$ cat src/rtl/rfsh_pkg.sv
package rfsh_pkg;
  localparam int unsigned ROW_LO_W = 7;
  localparam int unsigned ROW_HI_W = 2;
  localparam int unsigned ROW_W    = ROW_LO_W + ROW_HI_W;
  localparam int unsigned GAP_W    = 3;
  localparam int unsigned REGION_W = 7;
  localparam int unsigned ADDR_W   = 1 + ROW_W + GAP_W + REGION_W;
endpackage

$ cat src/rtl/rfsh_row_ctr.sv
module rfsh_row_ctr #(
  parameter int unsigned LO_W = rfsh_pkg::ROW_LO_W,
  parameter int unsigned HI_W = rfsh_pkg::ROW_HI_W,
  localparam int unsigned CW  = LO_W + HI_W
) (
  input  logic          clk_i,
  input  logic          rst_ni,
  input  logic          adv_i,
  output logic [CW-1:0] cnt_o
);
  logic [LO_W-1:0] lo_q, lo_d;
  logic [HI_W-1:0] hi_q, hi_d;
  logic            top_ones, wrap_pat, fb;

  assign top_ones = &lo_q[LO_W-1:1];
  assign wrap_pat = top_ones & ~lo_q[0];
  // lockup fix: leave the all-ones state of the xnor register
  assign fb = top_ones ? ~lo_q[0] : ~(lo_q[0] ^ lo_q[1] ^ lo_q[2] ^ lo_q[3]);

  for (genvar i = 0; i < LO_W - 1; i++) begin : g_shift
    assign lo_d[i] = lo_q[i+1];
  end
  assign lo_d[LO_W-1] = fb;
  assign hi_d = wrap_pat ? hi_q + 1'b1 : hi_q;

  always_ff @(posedge clk_i or negedge rst_ni) begin
    if (!rst_ni) begin
      lo_q <= '0;
      hi_q <= '0;
    end else if (adv_i) begin
      lo_q <= lo_d;
      hi_q <= hi_d;
    end
  end

  assign cnt_o = {hi_q, lo_q};

  assert_shift_R2: assert property (@(posedge clk_i) disable iff (!rst_ni)
    adv_i |=> cnt_o[LO_W-2:0] == $past(cnt_o[LO_W-1:1]));
  assert_fix_R4: assert property (@(posedge clk_i) disable iff (!rst_ni)
    (adv_i && (&cnt_o[LO_W-1:1])) |=> cnt_o[LO_W-1] == !$past(cnt_o[0]));
  assert_carry_R5: assert property (@(posedge clk_i) disable iff (!rst_ni)
    (adv_i && !(&cnt_o[LO_W-1:1] && !cnt_o[0])) |=> $stable(cnt_o[CW-1:LO_W]));
  assert_hold_R9: assert property (@(posedge clk_i) disable iff (!rst_ni)
    !adv_i |=> $stable(cnt_o));
endmodule

$ cat src/rtl/rfsh_region_reg.sv
module rfsh_region_reg #(
  parameter int unsigned RW = rfsh_pkg::REGION_W
) (
  input  logic          clk_i,
  input  logic          rst_ni,
  input  logic          we_i,
  input  logic [RW-1:0] d_i,
  output logic [RW-1:0] q_o
);
  always_ff @(posedge clk_i or negedge rst_ni) begin
    if (!rst_ni)   q_o <= '0;
    else if (we_i) q_o <= d_i;
  end

  assert_wr_R8: assert property (@(posedge clk_i) disable iff (!rst_ni)
    we_i |=> q_o == $past(d_i));
  assert_keep_R8: assert property (@(posedge clk_i) disable iff (!rst_ni)
    !we_i |=> $stable(q_o));
endmodule

$ cat src/rtl/rfsh_addr_fmt.sv
module rfsh_addr_fmt #(
  parameter int unsigned CW  = rfsh_pkg::ROW_W,
  parameter int unsigned GW  = rfsh_pkg::GAP_W,
  parameter int unsigned RW  = rfsh_pkg::REGION_W,
  localparam int unsigned AW = 1 + CW + GW + RW
) (
  input  logic [CW-1:0] cnt_i,
  input  logic [RW-1:0] region_i,
  output logic [AW-1:0] addr_o
);
  assign addr_o = {region_i, {GW{1'b0}}, cnt_i, 1'b1};
endmodule

$ cat src/rtl/rfsh_row_seq.sv
module rfsh_row_seq
  import rfsh_pkg::*;
(
  input  logic                clk_i,
  input  logic                rst_ni,
  input  logic                adv_i,
  input  logic                region_we_i,
  input  logic [REGION_W-1:0] region_d_i,
  output logic [ADDR_W-1:0]   rfsh_addr_o,
  output logic [ROW_W-1:0]    row_cnt_o
);
  logic [REGION_W-1:0] region_q;

  rfsh_row_ctr #(.LO_W(ROW_LO_W), .HI_W(ROW_HI_W)) u_ctr (
    .clk_i (clk_i),
    .rst_ni(rst_ni),
    .adv_i (adv_i),
    .cnt_o (row_cnt_o)
  );

  rfsh_region_reg #(.RW(REGION_W)) u_region (
    .clk_i (clk_i),
    .rst_ni(rst_ni),
    .we_i  (region_we_i),
    .d_i   (region_d_i),
    .q_o   (region_q)
  );

  rfsh_addr_fmt #(.CW(ROW_W), .GW(GAP_W), .RW(REGION_W)) u_fmt (
    .cnt_i   (row_cnt_o),
    .region_i(region_q),
    .addr_o  (rfsh_addr_o)
  );

  assert_addr_R7: assert property (@(posedge clk_i) disable iff (!rst_ni)
    rfsh_addr_o[ROW_W:1] == row_cnt_o && rfsh_addr_o[0]);
  assert_region_cnt_R8: assert property (@(posedge clk_i) disable iff (!rst_ni)
    (region_we_i && !adv_i) |=> $stable(row_cnt_o));
endmodule

$ cat config.mk
export PLATFORM = sky130hd
export DESIGN_NAME = rfsh_row_seq
export DESIGN_NICKNAME = d
export VERILOG_FILES = /design/src/rtl/rfsh_pkg.sv /design/src/rtl/rfsh_row_ctr.sv /design/src/rtl/rfsh_region_reg.sv /design/src/rtl/rfsh_addr_fmt.sv /design/src/rtl/rfsh_row_seq.sv
export SDC_FILE = /design/constraint.sdc
export NUM_CORES = 1
export LEC_CHECK = 0
export ABC_AREA = 1
export BUFFER_PORTS_ARGS = -buffer_cell sky130_fd_sc_hd__buf_4
export CORE_MARGIN = 2
export CORE_UTILIZATION = 43
export DETAILED_ROUTE_END_ITERATION = 12
export PLACE_DENSITY = 0.86
export SLEW_MARGIN = 10
export SYNTH_ARGS = -nofsm -noshare
export SYNTH_HDL_FRONTEND = slang
export SYNTH_SLANG_ARGS = --single-unit
$ cat constraint.sdc
create_clock -name clk_i -period 1.2 [get_ports clk_i]
set_clock_uncertainty 0.05 [all_clocks]
set_input_delay 0.24 -clock clk_i [delete_from_list [all_inputs] [get_ports clk_i]]
set_output_delay 0.24 -clock clk_i [all_outputs]
set_load 0.01 [all_outputs]
==> impl_metrics.ini <==
[synthesis]
synth_fa_ha_area_share_pct = 0
synth_seq_area_share_pct = 50.9
synthSimpleGateAreaFrac_pct = 16.1
synth-xor-area-share_pct = 2.23
synth_area_per_cell_um2 = 9.60
synth_area_leaders = dfrtp_1 51%, buf_4 12%, mux2_2 10%
synth_cell_types = 14
netlist_area_um2 = 787
synthMuxAreaShare_pct = 10.0
synthArstFlopShare_pct = 100
ys_warn_count = 0
synth.largest_area_cell = dfrtp_1
synth_top_family_by_area = buffers and inverters
yosysMostFrequentCell = nand2_1
synth_top_area_share_pct = 50.9
synth_common_cells = 20 x nand2_1, 16 x dfrtp_1, 13 x buf_4
synth_top_flop_cell = dfrtp_1
synth_edf_count = 0
synth-seq-cells = 16
synthCells = 82
synth_compound_area_share_pct = 2.54

[sta]
fmax_ghz = 0.823
final_max_slew_viol_count = 0
setup_ws_ns = -0.0151
grt_setup_unrepaired = yes
setup_viol = 2
setup_tns_ns = -0.0300
fin_crit_ns = 1.22
finalHoldViolCount = 0
fin_crit_sh_pct = 101

[floorplanning]
start_util_pct = 45.6
fp.dieArea_mm2 = 0.00219
pin_count = 40
die_w_um = 46.8
die_height_um = 46.8
core-area_mm2 = 0.00173
num_rows = 15

[power_and_ir_drop]
switching_share_pct = 32.9
seq_power_share_pct = 42.9
p_clk_share_pct = 15.8
power.density_mw_per_mm2 = 1530
p_comb_share_pct = 41.3
p_sw_mw = 0.564
p_total_mw = 1.71
p_leak_nw = 0.575
internal_power_mw = 1.15
peakVddDrop_uv = 1040

[setup_path]
path_cells = buf_6, buf_6
cp-start-kind = flop
worstReg2RegEnd = u_ctr.lo_q[6]
r2r_setup_slack_ns = 0.03
reg2reg_depth = 8
max_stage_delay_ns = 0.41
crit_type = reg -> out
worstPathArrival_ns = 0.93
worstPathRequired_ns = 0.91
crit_fanout = 3
worstSetupEndpoint = row_cnt_o[5]
cp_common_cell = buf_6
startpoint = u_ctr.lo_q[5]
r2r_start = u_ctr.lo_q[4]
crit_slowest_cell = dfrtp_1
worstSetupEndpointType = primary output

[clock_network]
cts_tree = built
cts_sinks = 16
htree_levels = 1
cts_root_buf = clkbuf_4
cts_made_buffers = 3
clk_latency_ns = 0.27
path_clk_slew_ns = 0.09
clock_tree.buffer_depth = 2

[run_status]
violations = setup timing
status = finished, violations left

[drt]
num_vias = 611
drt-initial-drc-count = 14
routed_wl_um = 1540
wl_per_cell_um = 11.2
drtPass1Iterations = 2
drc = 0
viasPerCell = 4.43
ant_nets = 0

[placement]
port_buffers = 35
dp_slack_ns = 0.0495
place_congestion = 0.708
place_hpwl_um = 1170
place_inst = 132

[global_routing]
grt_pass1_wl_um = 2450
grt_max_degree = 17
grt_pass1_vias = 578
antenna_found_initial = 0
grt.total_usage_pct = 15.7
grt_overflow_total = 0

[layout]
drive_gt1_share_pct = 52.2
final_nets = 126
n_antenna_cell = 0
syn2layout_area_growth_pct = 42.1
n_fill_cell = 140
fin_util_pct = 64.8
final_cells = 138

[run]
cap_viol_max_count = 0

[hold_path]
min_path_type = in -> reg
-- kinds of logic (layout without fill, tap and decap cells) --
logic type	after synthesis	in the layout
compound gates	4	4
xor+xnor	2	2
buf+inv	23	52
flops	16	16
mux	7	7
other cells	2	4
simple gates	28	28
-- state kept, by name, indices dropped and copies added (netlist names) --
signal / cells
u_ctr.hi_q: 2
u_ctr.lo_q: 7
u_region.q_o: 7
-- worst min path at each step --
stage                              from               to  cells past startpoint
after global placement           rst_ni  u_region.q_o[6]                      1
after detailed placement         rst_ni    u_ctr.lo_q[3]                      1
final                     region_d_i[2]  u_region.q_o[2]                      2
after CTS                 region_d_i[2]  u_region.q_o[2]                      2
after floorplan                  rst_ni    u_ctr.hi_q[0]                      0
after global routing      region_d_i[2]  u_region.q_o[2]                      2
-- area by class of cell --
class                           count  area (µm²)  area share [%]
Clock buffer                        3        22.5            2.01
Inverter                            8        30.0            2.68
Multi-Input combinational cell     45         282            25.2
Sequential cell                    16         405            36.2
Tap cell                           25        31.3            2.80
Timing Repair Buffer               41         348            31.1
-- through the flow --
| stage | area, µm² | hold slack [ns] |
|---|---|---|
| CTS | 1050 | 0.138 |
| global route | 1120 | 0.130 |
| finish | 1120 | 0.143 |
| floorplan | 795 | -0.106 |
| detailed placement | 1000 | 0.0608 |
| global placement | 1000 | 0.0577 |
-- worst max-delay path, delay by kind of cell (launching register included) --
kind     cells  cell delay, ns
flops        1            0.41
buf+inv      2            0.24
-- layer usage --
metal / vias to the layer above / routed length [µm] / global-route usage (%) / share of wire, %
li1: 301 / - / - / -
met1: 291 / 614 / 17.9 / 40
met2: 17 / 842 / 30.7 / 55
met3: 2 / 70 / 2.31 / 4.5
met4: 0 / 12 / 3.33 / 0.78
met5: - / 0 / 0 / 0
-- power by group through the flow --
| stage | Clock [mW] | Sequential [mW] | Combinational, mW |
|---|---|---|---|
| floorplan | 0 | 0.763 | 0.297 |
| global placement | 0 | 0.707 | 0.598 |
| detailed placement | 0 | 0.713 | 0.615 |
| CTS | 0.279 | 0.724 | 0.615 |
| global route | 0.308 | 0.751 | 0.775 |
| finish | 0.271 | 0.735 | 0.708 |
-- layout by cell type, fill, tap and decap left out --
master and count:
buf_4 30, buf_6 10, clkbuf_4 3, conb_1 4, dfrtp_1 12, dfrtp_2 4
dlygate4sd3_1 1, inv_1 8, mux2_2 7, nand2_1 18, nand2_2 2, nand3_1 4
nand4_1 1, nand4_4 1, nor2_4 2, o21ai_0 4, xor2_1 2
-- timing repair --
action                     in CTS  in global routing
buffers inserted                3                  1
setup endpoints to repair       8                 12
pin swaps                       0                  3
gates resized for setup         2                 17
hold buffers                    1                  0
hold endpoints to repair       16                  0
Note: power is estimated with default switching activity, not from simulation.
